[src/rtl/bba_pkg.sv]
package bba_pkg;

  localparam logic [1:0] SZ_BYTE = 2'd0;
  localparam logic [1:0] SZ_HALF = 2'd1;
  localparam logic [1:0] SZ_WORD = 2'd2;

  typedef enum logic [2:0] {
    ST_IDLE,
    ST_RD_REQ,
    ST_RD_WAIT,
    ST_WR_REQ,
    ST_WR_WAIT,
    ST_RESP,
    ST_PASS
  } bba_state_e;

endpackage

[src/rtl/bba_decode.sv]
module bba_decode
  import bba_pkg::*;
#(
  parameter int AW = 32,
  parameter int DW = 32,
  parameter int NUM_WIN = 2,
  parameter int WIN_LOG2 = 25,
  parameter logic [NUM_WIN*AW-1:0] WIN_BASES = {32'h4200_0000, 32'h2200_0000}
) (
  input  logic [AW-1:0]          addr,
  input  logic [1:0]             size,
  output logic                   hit,
  output logic [AW-1:0]          tgt_addr,
  output logic [$clog2(DW)-1:0]  lane_bit
);
  localparam int BIT_W = $clog2(DW);
  localparam int TOP_W = 3;
  localparam int SHIFT = 5;   // 8 bits per byte, 4 alias bytes per bit
  localparam int KEEP_W = WIN_LOG2 - SHIFT;
  localparam int PAD_W = AW - TOP_W - KEEP_W;

  logic [NUM_WIN-1:0] win_hit;

  for (genvar w = 0; w < NUM_WIN; w++) begin : g_win
    assign win_hit[w] = (addr[AW-1:WIN_LOG2] == WIN_BASES[w*AW+WIN_LOG2 +: AW-WIN_LOG2]);
  end

  assign hit = |win_hit;

  logic [AW-1:0]    raw_tgt;
  logic [BIT_W-1:0] idx;
  logic [1:0]       lane_off;

  assign raw_tgt = {addr[AW-1 -: TOP_W], {PAD_W{1'b0}}, addr[WIN_LOG2-1:SHIFT]};

  always_comb begin
    unique case (size)
      SZ_BYTE: begin
        tgt_addr = raw_tgt;
        idx      = BIT_W'(addr[4:2]);
        lane_off = raw_tgt[1:0];
      end
      SZ_HALF: begin
        tgt_addr = {raw_tgt[AW-1:1], 1'b0};
        idx      = BIT_W'(addr[5:2]);
        lane_off = {raw_tgt[1], 1'b0};
      end
      default: begin
        tgt_addr = {raw_tgt[AW-1:2], 2'b00};
        idx      = addr[BIT_W+1:2];
        lane_off = 2'b00;
      end
    endcase
  end

  assign lane_bit = BIT_W'({lane_off, 3'b000}) + idx;

  logic unused_low;
  assign unused_low = ^addr[1:0];

endmodule

[src/rtl/bba_bitops.sv]
module bba_bitops #(
  parameter int DW = 32
) (
  input  logic [DW-1:0]          word,
  input  logic [$clog2(DW)-1:0]  bit_sel,
  input  logic                   set_val,
  output logic                   bit_val,
  output logic [DW-1:0]          merged
);
  logic [DW-1:0] mask;

  assign mask    = DW'(1) << bit_sel;
  assign bit_val = |(word & mask);
  assign merged  = set_val ? (word | mask) : (word & ~mask);

  always_comb begin
    a_r3_single_lane_bit: assert ($onehot(mask))
      else $error("mask must select exactly one bit");
  end

endmodule

[src/rtl/bba_bridge.sv]
module bba_bridge
  import bba_pkg::*;
#(
  parameter int AW = 32,
  parameter int DW = 32,
  parameter int NUM_WIN = 2,
  parameter int WIN_LOG2 = 25,
  parameter logic [NUM_WIN*AW-1:0] WIN_BASES = {32'h4200_0000, 32'h2200_0000}
) (
  input  logic          clk,
  input  logic          rst_n,
  input  logic          s_valid,
  output logic          s_ready,
  input  logic [AW-1:0] s_addr,
  input  logic          s_we,
  input  logic [1:0]    s_size,
  input  logic [DW-1:0] s_wdata,
  output logic          s_rsp_valid,
  output logic [DW-1:0] s_rdata,
  output logic          m_valid,
  input  logic          m_ready,
  output logic [AW-1:0] m_addr,
  output logic          m_we,
  output logic [1:0]    m_size,
  output logic [DW-1:0] m_wdata,
  input  logic          m_rsp_valid,
  input  logic [DW-1:0] m_rdata
);
  localparam int BIT_W = $clog2(DW);

  logic             dec_hit;
  logic [AW-1:0]    dec_tgt;
  logic [BIT_W-1:0] dec_bit;

  bba_decode #(
    .AW(AW), .DW(DW), .NUM_WIN(NUM_WIN), .WIN_LOG2(WIN_LOG2), .WIN_BASES(WIN_BASES)
  ) u_dec (
    .addr     (s_addr),
    .size     (s_size),
    .hit      (dec_hit),
    .tgt_addr (dec_tgt),
    .lane_bit (dec_bit)
  );

  bba_state_e       state, state_nx;
  logic [AW-1:0]    lat_tgt;
  logic [1:0]       lat_size;
  logic             lat_we;
  logic             lat_set;
  logic [BIT_W-1:0] lat_bit;
  logic [DW-1:0]    wb_q;
  logic [DW-1:0]    resp_q;

  logic             op_bit;
  logic [DW-1:0]    op_merged;

  bba_bitops #(.DW(DW)) u_bits (
    .word    (m_rdata),
    .bit_sel (lat_bit),
    .set_val (lat_set),
    .bit_val (op_bit),
    .merged  (op_merged)
  );

  always_comb begin
    state_nx    = state;
    s_ready     = 1'b0;
    s_rsp_valid = 1'b0;
    s_rdata     = resp_q;
    m_valid     = 1'b0;
    m_addr      = lat_tgt;
    m_we        = 1'b0;
    m_size      = lat_size;
    m_wdata     = wb_q;
    unique case (state)
      ST_IDLE: begin
        m_addr  = s_addr;
        m_size  = s_size;
        m_we    = s_we;
        m_wdata = s_wdata;
        if (dec_hit) begin
          s_ready = 1'b1;
          if (s_valid) state_nx = ST_RD_REQ;
        end else begin
          s_ready = m_ready;
          m_valid = s_valid;
          if (s_valid && m_ready) state_nx = ST_PASS;
        end
      end
      ST_RD_REQ: begin
        m_valid = 1'b1;
        if (m_ready) state_nx = ST_RD_WAIT;
      end
      ST_RD_WAIT: begin
        if (m_rsp_valid) state_nx = lat_we ? ST_WR_REQ : ST_RESP;
      end
      ST_WR_REQ: begin
        m_valid = 1'b1;
        m_we    = 1'b1;
        if (m_ready) state_nx = ST_WR_WAIT;
      end
      ST_WR_WAIT: begin
        if (m_rsp_valid) state_nx = ST_RESP;
      end
      ST_RESP: begin
        s_rsp_valid = 1'b1;
        state_nx    = ST_IDLE;
      end
      ST_PASS: begin
        s_rsp_valid = m_rsp_valid;
        s_rdata     = m_rdata;
        if (m_rsp_valid) state_nx = ST_IDLE;
      end
      default: state_nx = ST_IDLE;
    endcase
  end

  always_ff @(posedge clk or negedge rst_n) begin
    if (!rst_n) begin
      state    <= ST_IDLE;
      lat_tgt  <= '0;
      lat_size <= SZ_BYTE;
      lat_we   <= 1'b0;
      lat_set  <= 1'b0;
      lat_bit  <= '0;
      wb_q     <= '0;
      resp_q   <= '0;
    end else begin
      state <= state_nx;
      if (state == ST_IDLE && s_valid && dec_hit) begin
        lat_tgt  <= dec_tgt;
        lat_size <= s_size;
        lat_we   <= s_we;
        lat_set  <= s_wdata[0];
        lat_bit  <= dec_bit;
      end
      if (state == ST_RD_WAIT && m_rsp_valid) begin
        wb_q   <= op_merged;
        resp_q <= DW'(op_bit);
      end
      if (state == ST_WR_WAIT && m_rsp_valid) begin
        resp_q <= '0;
      end
    end
  end

  // nothing else is accepted while a sequence is in flight
  a_r8_busy_holds_off: assert property (@(posedge clk) disable iff (!rst_n)
    (state != ST_IDLE) |-> !s_ready);

  // a stalled memory request keeps its contents
  a_r11_req_stable: assert property (@(posedge clk) disable iff (!rst_n)
    ((state == ST_RD_REQ || state == ST_WR_REQ) && !m_ready)
      |=> (m_valid && $stable(m_addr) && $stable(m_we) && $stable(m_size) && $stable(m_wdata)));

  // an alias read answers with a lone bit
  a_r5_read_one_bit: assert property (@(posedge clk) disable iff (!rst_n)
    (s_rsp_valid && state == ST_RESP && !lat_we) |-> (s_rdata[DW-1:1] == '0));

  // read phase is a read, write-back carries the requested bit value
  a_r6_read_first: assert property (@(posedge clk) disable iff (!rst_n)
    (state == ST_RD_REQ) |-> (m_valid && !m_we));

  a_r6_wb_bit: assert property (@(posedge clk) disable iff (!rst_n)
    (state == ST_WR_REQ) |-> (m_we && m_wdata[lat_bit] == lat_set));

  a_r6_wb_follows: assert property (@(posedge clk) disable iff (!rst_n)
    (state == ST_RD_WAIT && m_rsp_valid && lat_we) |=> (state == ST_WR_REQ));

  // a forwarded request produces one transaction only
  a_r9_pass_single: assert property (@(posedge clk) disable iff (!rst_n)
    (state == ST_PASS) |-> !m_valid);

  // idle with no request means no traffic on either side
  a_r10_idle_quiet: assert property (@(posedge clk) disable iff (!rst_n)
    (state == ST_IDLE && !s_valid) |-> (!m_valid && !s_rsp_valid));

endmodule

[config.mk]
export PLATFORM = sky130hd
export DESIGN_NAME = bba_bridge
export DESIGN_NICKNAME = d
export VERILOG_FILES = /design/src/rtl/bba_pkg.sv /design/src/rtl/bba_decode.sv /design/src/rtl/bba_bitops.sv /design/src/rtl/bba_bridge.sv
export SDC_FILE = /design/constraint.sdc
export NUM_CORES = 1
export LEC_CHECK = 0
export ABC_AREA = 0
export CAP_MARGIN = 20
export CORE_ASPECT_RATIO = 1.2
export CORE_MARGIN = 2
export CORE_UTILIZATION = 30
export DETAILED_ROUTE_END_ITERATION = 10
export PLACE_DENSITY = 0.65
export SYNTH_ARGS = -nofsm -noshare
export SYNTH_HDL_FRONTEND = slang
export SYNTH_SLANG_ARGS = --single-unit
[constraint.sdc]
create_clock -name clk -period 2.4 [get_ports clk]
set_input_delay 0.36 -clock clk [delete_from_list [all_inputs] [get_ports clk]]
set_output_delay 0.36 -clock clk [all_outputs]
set_load 0.05 [all_outputs]
Yosys cells after proc, flatten, opt, wreduce, memory -nomap -nowiden

Cells that the tools add are included.

Logic and storage cells: 68
Output and inout bits: 102
Bits of input ports: 104
Register bits: 108

Bitwise logic cells: 4
Muxes and demuxes: 26
Add/sub/neg operators: 1
Eq/ne operators: 16
Shift operators: 1
Reductions and logical operators: 12

Operators with widths:

| kind                                                                   | count |
|---|---|
| 32-bit 2-to-1 mux                                                      | 6 |
| 32-bit AND                                                             | 2 |
| 32-bit inverter                                                        | 1 |
| 32-bit bitwise OR                                                      | 1 |
| 32-bit OR reduction                                                    | 1 |
| 1-bit by 5-bit left shift with 32-bit output (first input constant)    | 1 |
| 3-bit 2-to-1 mux                                                       | 9 |
| 3-bit case mux with 6 select lines                                     | 1 |
| 2-bit != test (second input constant)                                  | 5 |
| 5-bit case mux with 2 select lines                                     | 1 |
| 3-bit equality test (second input constant)                            | 3 |
| 2-bit case mux with 2 select lines                                     | 2 |
| 7-bit by 5-bit equality test with 1-bit output (second input constant) | 1 |
| 7-bit by 6-bit equality test with 1-bit output (second input constant) | 1 |
| 7-bit AND reduction                                                    | 1 |
| 3-bit by 2-bit equality test with 1-bit output (second input constant) | 2 |
| 3-bit != test (second input constant)                                  | 2 |
| 1-bit case mux with 2 select lines                                     | 3 |
| 5-bit adder                                                            | 1 |
| 1-bit logical AND                                                      | 5 |
| 2-bit OR reduction                                                     | 2 |
| 3-bit by 1-bit equality test with 1-bit output (second input constant) | 1 |
| 3-bit logical NOT                                                      | 1 |
| 1-bit 2-to-1 mux                                                       | 3 |
| 4 further kinds                                                        | 4 |

Depth between registers and ports, before layout

Gate-level depths: netlist (run 1).

Word-level depth: 5
Depth in mapped cells: 7
Depth with buffers taken out: 5

Modules after synthesis

Synthesis (run 1) repeated with hierarchy kept, for this count alone.

Cells, all modules: 502
Area total of the unflattened synthesis: 5,440.2 um^2

By module, submodules not included:

| module     | times used | cells an instance | area each (um^2) | seq. area each (um^2) |
|---|---|---|---|---|
| bba_bridge | 1          | 321               | 4,115.2          | 1,926.8 |
| bba_bitops | 1          | 139               | 1,007.2          | 0.0 |
| bba_decode | 1          | 42                | 317.8            | 0.0 |

Worst setup path after synthesis (run 1)

Ideal clock, no wire load.

Path type: register to output
From: reg state[2]
To: out m_valid
Path buffers: 2
Required time: 2.040 ns
Setup slack: 0.252 ns
Data arrival time: 1.788 ns
Cell stages (with the launch flop): 4
Cells stage by stage: dfrtp_1 > buf_2 > clkbuf_1 > o21ai_0

Cells in the longest elaborated chain, start to end: 3
Elaborated cells between the ends (all ways): 5
Those cells by class: eq/ne: 2; mux: 1; reduce/logical: 2

Ends and longest elaborated chain:

| element                                                                                                                 | line              | source |
|---|---|---|
| start, declared                                                                                                         | bba_bridge.sv:45  | `bba_state_e state, state_nx;` |
| start signal, assigned                                                                                                  | bba_bridge.sv:129 | `state <= state_nx;` |
| 3-bit by 2-bit equality test with 1-bit output / 3-bit by 1-bit equality test with 1-bit output (equally long branches) | bba_bridge.sv:75  | `unique case (state)` |
| 2-bit OR reduction (no line)                                                                                            | --                |  |
| 1-bit case mux with 2 select lines *                                                                                    | bba_bridge.sv:75  |  |
| end, declared                                                                                                           | bba_bridge.sv:20  | `output logic m_valid,` |

Every way passes the cells marked *; elsewhere a longest branch is shown, timed or not.

Worst setup path after layout (run 1)

From: reg state[0]
To: out m_wdata[20]

Cells in the longest elaborated chain, start to end: 2

Ends and longest elaborated chain:

| element           | line             | source |
|---|---|---|
| 3-bit logical NOT | bba_bridge.sv:75 |  |
| 32-bit 2-to-1 mux | bba_bridge.sv:75 |  |
| end, declared     | bba_bridge.sv:25 | `output logic [DW-1:0] m_wdata,` |

Every way passes these cells.

==> metrics.cfg, run 1 <==
[logic_synthesis]
ys_seq_elements=68
synth_warnings=0
synthCells=489
synth_cell_type_count=48
synth_area_um2=4670
ys_seq_area_share_pct=36.4
synth_edf_count=0
synthArstFlopShare_pct=100
synth_ff_type=dfrtp_1
syn-num-nets=594
syn_area_per_cell_um2=9.56

[sta]
min_period_ps=2310
max-slew-margin-rel_pct=35.9
tightest_slew_ps=962
rsz0062_at_grt=false
report.final.slew_viol_count=0
setup_viol=0
hold_viol_final=0
fin_skew_ps=5.20
max_freq_mhz=432
fin_setup_tns_ps=0
setup_ws_ps=87.1
min_period_over_period_pct=96.4

[clock_network]
cts_setup_buffers=0
numCtsBuffers=9
clkTransAtPathRegs_ps=60
clockBufferDepth=2
cts_max_level=3
clk_latency_ps=330
cts_tree=yes
clock-sinks=68
cts_root_buf=clkbuf_16

[worst_setup_path]
cp-start-kind=register
worstSetupPathType=reg -> out
slowest_stage=dfrtp_1
critPathArrivalTime_ps=1950
critPathMaxStageDelay_ps=480
cp_cell_sequence=nor3_4 -> buf_6 -> mux2_2 -> buf_4
cp-end-kind=output pin
crit_path_max_fanout=27
required_ps=2040

[grt]
grt-ovfl-total=0
antenna_found_initial=0
grt_pass1_wl_um=24600
grt_pass1_vias=4620
grt_max_degree=69
grt.total_usage_pct=18.6

[place]
place.gp.congestion=0.894
pre_cts_slack_ps=170
hpwlAfterDp_um=12100
port_buffers=205

[die]
dieArea_um2=16600
die_w_um=118
start_util_pct=30.3
num_rows=50
fp.dieH_um=141
ioPinCount=206
core_um2=15500

[routing]
wl_um=15700
drc=0
drtAntennaViolNets=0
num_vias=4445
firstDrtPassIters=4
wl_per_cell_um=17.6
vias_per_cell=4.99
drtIter0Drc=210

[cells_and_area]
syn2layout_area_growth_pct=60.9
drive_above_1_share_pct=30.8
fillers=1478
nets=783
n_antenna_cell=0

[min_path]
hold_path.class=in -> async

[flow_run]
cap_violations=0

[power]
pwr_density_cell_nw_per_um2=1290
ir_worst_vdd_v=0.000851
p_leak_nw=3.35

[run_status]
run_status=completed

layout by cell type (no fill, tap or decap), drive strengths merged, types with 15 or more instances in the layout:
cell	instances
mux2i	30
clkdlybuf4s50	102
mux2	89
buf	124
dfrtp	68
nand2	30
and3	32
nor2	47
o21ai	15
a21oi	32
per-layer routing:
metal,share of wire [%],track usage (%),vias to the layer above
met5,0,0,-
met4,1.8,6.15,0
met3,7.7,5.78,20
met2,49,31.6,187
met1,41,22.4,2099
li1,-,-,2139
synth_stat cells (all sizes together) (2+ instances only):
cell | n | area [µm²]
nor3 | 8 | 51.3
nand3 | 11 | 55.1
a211oi | 2 | 15.0
nand2b | 3 | 18.8
dfrtp | 68 | 1700
a311oi | 2 | 17.5
xor2 | 2 | 17.5
and2 | 10 | 62.6
nand2 | 30 | 113
nor2 | 47 | 184
nor3b | 2 | 15.0
nor2b | 9 | 56.3
inv | 3 | 11.3
nand4 | 8 | 50.1
and3 | 32 | 200
a31oi | 8 | 50.1
nand3b | 3 | 22.5
mux2i | 30 | 300
a21oi | 32 | 160
a32oi | 2 | 17.5
o21ai | 15 | 75.1
nor4bb | 2 | 20.0
clkbuf | 15 | 56.3
o21a | 3 | 22.5
a21boi | 2 | 15.0
buf | 33 | 186
a22oi | 3 | 22.5
o221ai | 2 | 17.5
o22ai | 2 | 12.5
mux2 | 89 | 1010
repair_timing:
item | 4_1_cts | 5_1_grt
hold buffers | 0 | 0
endpoints found under the setup margin | 28 | 0
gates resized for setup | 2 | 0
sequential cells by signal, summed over array words and instances (netlist names):
register and flops:
lat_size 2, lat_tgt 23, lat_we 1, resp_q 1, lat_bit 5, lat_set 1, wb_q 32, state 3
logic make-up (layout without fill, tap and decap cells):
family                   Yosys count  count (layout)  share of synthesized area [%]
XOR/XNOR                           3               3                          0.562
adder cells (fa/ha/maj)            1               1                          0.268
buffers and inverters             51             244                           5.43
AND/OR/NAND/NOR                  168             168                           18.9
flip-flops                        68              68                           36.4
AO/OA/AOI/OAI                     79              79                           10.5
multiplexers                     119             119                           27.9
final timing paths:
kind | end | slack (ps) | depth (start not counted) | start
min in group clk | lat_tgt[15] | 480 | 1 | lat_tgt[15]
max reg2reg | resp_q[0] | 320 | 6 | lat_bit[4]
max in group asynchronous | state[1] | 1630 | 1 | rst_n
max | m_wdata[20] | 90 | 4 | state[0]
min reg2reg | lat_tgt[15] | 480 | 1 | lat_tgt[15]
min | wb_q[0] | 150 | 1 | rst_n
metrics by stage:
stage	instance area, µm²	utilization [%]	total power, mW	hold WS (ps)	instances
floorplan	4670	-	6.36	64.4	489
global placement	7230	46.8	8.41	463	875
detailed placement	7230	46.8	8.47	477	875
CTS	7520	48.7	9.80	182	890
global route	7520	48.7	10.2	225	890
finish	7520	48.7	9.70	147	890
where the power goes:
group | internal [mW] | switching, mW | total (mW) | leakage, nW
sequential | 1.53 | 0.343 | 1.88 | 0.841
combinational | 2.56 | 3.98 | 6.54 | 2.36
clock | 0.794 | 0.487 | 1.28 | 0.142
total | 4.88 | 4.81 | 9.70 | 3.35
cell type report:
type / instances / area (µm²) / area share (%)
Sequential cell: 68 / 1700 / 22.6
Clock inverter: 5 / 53.8 / 0.715
Multi-Input combinational cell: 370 / 2720 / 36.2
Timing Repair Buffer: 226 / 2540 / 33.8
Tap cell: 208 / 260 / 3.46
Inverter: 3 / 11.3 / 0.150
Clock buffer: 10 / 229 / 3.04
critical path: cells and delay by family (launching register included):
kind                   cells  cell delay (ps)
DFF                        1              480
and+or+nand+nor            1              270
buffers and inverters      2              480
muxes                      1              380
Note: power is estimated with default switching activity, not from simulation.
==> inputs of run 2 (changes only) <==
- DONT_BUFFER_PORTS: default -> 1
- MAX_ROUTING_LAYER: default -> met4
- PLACE_DENSITY: 0.65 -> 0.53
==> metrics.cfg, run 2 (synthesis results as in run 1) <==
[sta]
min_period_ps=2270  ; -45.9 ps
fin_skew_ps=7.62  ; +2.42 ps
whs_ps=153  ; +5.76 ps
fin_setup_tns_ps=0  ; unchanged
report.final.slew_viol_count=0  ; unchanged
setup_ws_ps=133  ; +45.9 ps
rsz0062_at_grt=false
min_period_over_period_pct=94.5  ; -1.9 points
hold_viol_final=0  ; unchanged
tightest_slew_ps=994  ; +31.8 ps
max-slew-margin-rel_pct=33.7  ; -2.1 points
setup_viol=0  ; unchanged
max_freq_mhz=441  ; +2.0%

[cells_and_area]
syn2layout_area_growth_pct=26.9
final_cells=728  ; -18%
top_regs=wb_q (32), lat_tgt (23), lat_bit (5)
top_register=wb_q
nets=621  ; -21%
layout_common_cells=dfrtp_1, mux2_2, nor2_1, buf_12
final_common_cell=dfrtp_1
drive_above_1_share_pct=28.7  ; -2.1 points
n_antenna_cell=0  ; unchanged
fillers=1554  ; +5.1%
largest_reg_flops=32  ; unchanged

[die]
dieArea_um2=16600  ; unchanged
fp.dieH_um=141  ; unchanged
die_w_um=118  ; unchanged
start_util_pct=30.3  ; unchanged
core_um2=15500  ; unchanged
num_rows=50  ; unchanged
ioPinCount=206  ; unchanged

[power]
p_seq_share_pct=21.2  ; +1.8 points
pwr_density_cell_nw_per_um2=1500  ; +16%
p_leak_nw=2.63  ; -21%
power_mw=8.89  ; -8.4%
clockPowerShare_pct=16.1  ; +2.9 points
p_int_mw=4.17  ; -15%
p_switching_mw=4.72  ; -2.1%
switching_share_pct=53.1  ; +3.4 points
p_comb_share_pct=62.7  ; -4.7 points
ir_worst_vdd_v=0.000762  ; -10%

[worst_setup_path]
worstSetupPathType=reg -> out
critPathArrivalTime_ps=1910  ; -40 ps
cpMostUsedCell=buf_4
cp_cell_sequence=nor2b_2 -> buf_4 -> and3_1 -> buf_4
cp-end-kind=output pin
crit_path_max_fanout=32  ; +19%
critPathMaxStageDelay_ps=490  ; about the same
cp-start-kind=register
slowest_stage=dfrtp_2
required_ps=2040  ; about the same
reg2reg_depth=6  ; unchanged

[clock_network]
cts_root_buf=clkbuf_16
numCtsBuffers=9  ; unchanged
cts_tree=yes
cts_setup_buffers=0  ; unchanged
clkTransAtPathRegs_ps=60  ; about the same
cts_max_level=3  ; unchanged
clockBufferDepth=2  ; unchanged
clock-sinks=68  ; unchanged
clk_latency_ps=340  ; about the same

[place]
post-place-cells=711  ; -19%
hpwlAfterDp_um=10900  ; -10%
port_buffers=0  ; -100%
place.gp.congestion=0.875  ; -2.1%
pre_cts_slack_ps=363  ; +193 ps

[routing]
firstDrtPassIters=4  ; unchanged
num_vias=3859  ; -13%
drc=0  ; unchanged
wl_per_cell_um=19.5  ; +11%
drtAntennaViolNets=0  ; unchanged
wl_um=14200  ; -9.4%
vias_per_cell=5.30  ; +6.1%
drtIter0Drc=214  ; +1.9%

[grt]
grt_pass1_vias=3963  ; -14%
grt-ovfl-total=0  ; unchanged
antenna_found_initial=0  ; unchanged
grt_max_degree=69  ; unchanged
grt_pass1_wl_um=22100  ; -10%
grt.total_usage_pct=17.5  ; -1.1 points

[min_path]
hold_path.class=in -> reg
hold_depth=1

[run_status]
run_status=completed

[flow_run]
cap_violations=0  ; unchanged

[run 2: changes by cell type in the layout (fill, tap and decap cells not counted), moves of 2 or more]
cell	before	now
clkdlybuf4s50_1	102	0
buf_4	76	28
buf_12	47	33
clkinv_2	3	1
[run 2: path summary, 6_finish.rpt]
check,slack (ps),to,startpoint
worst max-delay path,130,s_rdata[5],state[1]
worst min-delay path,150,lat_tgt[5],s_addr[10]
worst max register to register,340,resp_q[0],lat_bit[4]
worst min register to register,480,lat_size[1],lat_size[1]
max in group asynchronous,1540,state[1],rst_n
min in group asynchronous,560,wb_q[17],rst_n
[run 2: layout make-up]
class,instances,area [µm²],share of cell area (%)
timing repair buffer,64,920,15.5
inverter,3,11.3,0.190
clock inverter,4,73.8,1.24
sequential,68,1700,28.7
multi-input combinational,370,2720,45.9
clock buffer,11,243,4.09
tap,208,260,4.39
[run 2: metal layers]
| metal | GRT usage [%] | vias up | part of all wire, % |
|---|---|---|---|
| met5 | - | - | 0 |
| li1 | - | 1814 | - |
| met3 | 5.50 | 28 | 8.1 |
| met1 | 20.0 | 1843 | 41 |
| met2 | 28.8 | 174 | 48 |
| met4 | 6.72 | 0 | 2.9 |
[run 2: metrics by stage]
stage	instance area [µm²]	util [%]
2_1_floorplan	4670	-
3_3_place_gp	5570	36.1
3_5_place_dp	5570	36.1
4_1_cts	5930	38.4
5_1_grt	5930	38.4
6_report	5930	38.4
[run 2: critical path, delay by kind of cell (launching register included)]
family	cells	cell delay, ps
buf+inv	2	530
simple gates	2	530
flops	1	490
[run 2: power groups by stage]
stage | logic, mW | clock network, mW | registers [mW]
finish | 5.57 | 1.43 | 1.89
global route | 5.85 | 1.53 | 1.95
CTS | 5.60 | 1.48 | 1.89
detailed placement | 5.55 | 0 | 1.91
global placement | 5.50 | 0 | 1.89
floorplan | 4.67 | 0 | 1.69
[run 2: repair_timing]
action                                  CTS  global route
hold buffers                              2             0
hold endpoints to repair                 68             0
resized for setup                         0             2
endpoints found under the setup margin    0            60
==> inputs of run 3 (changes only) <==
- MAX_ROUTING_LAYER: met4 -> default
- SETUP_SLACK_MARGIN: default -> 0.15
==> metrics.cfg, run 3 (synthesis results as in run 1) <==
[cells_and_area]
n_antenna_cell=0  ; unchanged
top_regs=wb_q (32), lat_tgt (23), lat_bit (5)
top_register=wb_q
syn2layout_area_growth_pct=33.8
final_util_pct=40.5  ; +2.1 points
final_common_cell=dfrtp_1
drive_above_1_share_pct=31.0  ; +2.4 points
nets=635  ; +2.3%
final_cells=743  ; +2.1%
largest_reg_flops=32  ; unchanged
layout_common_cells=dfrtp_1, nor2_1, mux2_4, buf_12, buf_4
fin_area_um2=6250  ; +5.4%

[worst_setup_path]
critPathMaxStageDelay_ps=420  ; -70 ps
cp_cell_sequence=nor3_4 -> buf_6 -> clkbuf_16 -> mux2_4
crit_path_max_fanout=10  ; -69%
slowest_stage=dfrtp_2
cp-end-kind=output pin
worst-path-buf-inv=2  ; unchanged
required_ps=2040  ; about the same
cp-start-kind=register
critPathArrivalTime_ps=1890  ; -20 ps
crit_family=flip-flops
worstSetupPathType=reg -> out

[sta]
max-slew-margin-rel_pct=59.9  ; +26 points
rsz0062_at_grt=true
setup_viol=0  ; unchanged
setup_ws_ps=153  ; +19.9 ps
min_period_over_period_pct=93.6  ; -0.83 points
fin_setup_tns_ps=0  ; unchanged
report.final.slew_viol_count=0  ; unchanged
min_period_ps=2250  ; -19.9 ps
max_freq_mhz=445  ; +0.88%
hold_viol_final=0  ; unchanged
tightest_slew_ps=600  ; -394 ps
fin_skew_ps=6.89  ; -0.737 ps
whs_ps=156  ; +3.53 ps

[clock_network]
cts_max_level=3  ; unchanged
clkTransAtPathRegs_ps=60  ; about the same
clockBufferDepth=2  ; unchanged
cts_root_buf=clkbuf_16
clock-sinks=68  ; unchanged
cts_tree=yes
numCtsBuffers=9  ; unchanged
clk_latency_ps=340  ; about the same

[power]
power_mw=9.52  ; +7.1%
p_comb_share_pct=66.5  ; +3.8 points
pwr_density_cell_nw_per_um2=1520  ; +1.6%
p_seq_share_pct=19.3  ; -1.9 points
switching_share_pct=51.8  ; -1.3 points
clockPowerShare_pct=14.2  ; -1.9 points
p_leak_nw=2.84  ; +8.1%
p_int_mw=4.59  ; +10%
ir_worst_vdd_v=0.000764  ; +0.30%
p_switching_mw=4.93  ; +4.5%

[place]
port_buffers=0  ; unchanged
place.gp.congestion=0.872  ; -0.37%
placed_cell_area_um2=5590  ; +0.27%
pre_cts_slack_ps=345  ; -17.3 ps
hpwlAfterDp_um=10800  ; -0.71%
post-place-cells=713  ; +0.28%

[die]
start_util_pct=30.3  ; unchanged
ioPinCount=206  ; unchanged
fp.dieH_um=141  ; unchanged
die_w_um=118  ; unchanged
core_um2=15500  ; unchanged
dieArea_um2=16600  ; unchanged
num_rows=50  ; unchanged

[routing]
drc=0  ; unchanged
vias_per_cell=5.36  ; +1.1%
drtIter0Drc=183  ; -14%
wl_um=15000  ; +5.4%
wl_per_cell_um=20.1  ; +3.3%
drtAntennaViolNets=0  ; unchanged
num_vias=3982  ; +3.2%
firstDrtPassIters=4  ; unchanged

[min_path]
hold_path.class=in -> reg

[grt]
antenna_found_initial=0  ; unchanged
grt_max_degree=69  ; unchanged
grt_pass1_wl_um=22500  ; +1.6%
grt-ovfl-total=0  ; unchanged
grt_pass1_vias=4063  ; +2.5%
grt.total_usage_pct=17.1  ; -0.41 points

[run_status]
run_status=completed

[flow_run]
cap_violations=0  ; unchanged

[run 3: area by class of cell]
class	instances	area, µm²
inverter	3	11.3
fill	1534	9200
clock inverter	6	63.8
tap	208	260
multi-input combinational	370	2850
timing repair buffer	78	1120
clock buffer	10	239
sequential	68	1700
[run 3: layer usage]
metal / track usage (%) / vias up / wire length, µm
li1: - / 1846 / -
met1: 19.8 / 1912 / 5870
met2: 29.6 / 196 / 7500
met3: 5.62 / 28 / 1120
met4: 6.21 / 0 / 470
met5: 0 / - / 0
[run 3: power by group through the flow]
stage | logic, mW | clock network (mW) | registers [mW]
3_5_place_dp | 5.56 | 0 | 1.90
2_1_floorplan | 4.67 | 0 | 1.69
3_3_place_gp | 5.52 | 0 | 1.87
6_report | 6.33 | 1.35 | 1.84
4_1_cts | 5.64 | 1.39 | 1.88
5_1_grt | 6.64 | 1.45 | 1.90
[run 3: timing repair]
item,CTS,global route
buffers inserted,0,6
endpoints found under the hold margin,68,0
gates resized for setup,4,38
hold buffers,2,0
cloned,0,5
pin swaps,0,1
endpoints found under the setup margin,59,88
[run 3: path summary, 6_finish.rpt]
kind / cells after the start / slack, ps / startpoint / endpoint
setup / recovery: 4 / 150 / state[0] / m_addr[10]
hold / removal: 1 / 160 / s_addr[29] / lat_tgt[29]
setup reg to reg: 7 / 250 / state[0] / lat_tgt[9]
hold reg to reg: 1 / 480 / lat_tgt[4] / lat_tgt[4]
max in group asynchronous: 2 / 1510 / rst_n / state[1]
min in group asynchronous: 2 / 570 / rst_n / wb_q[19]
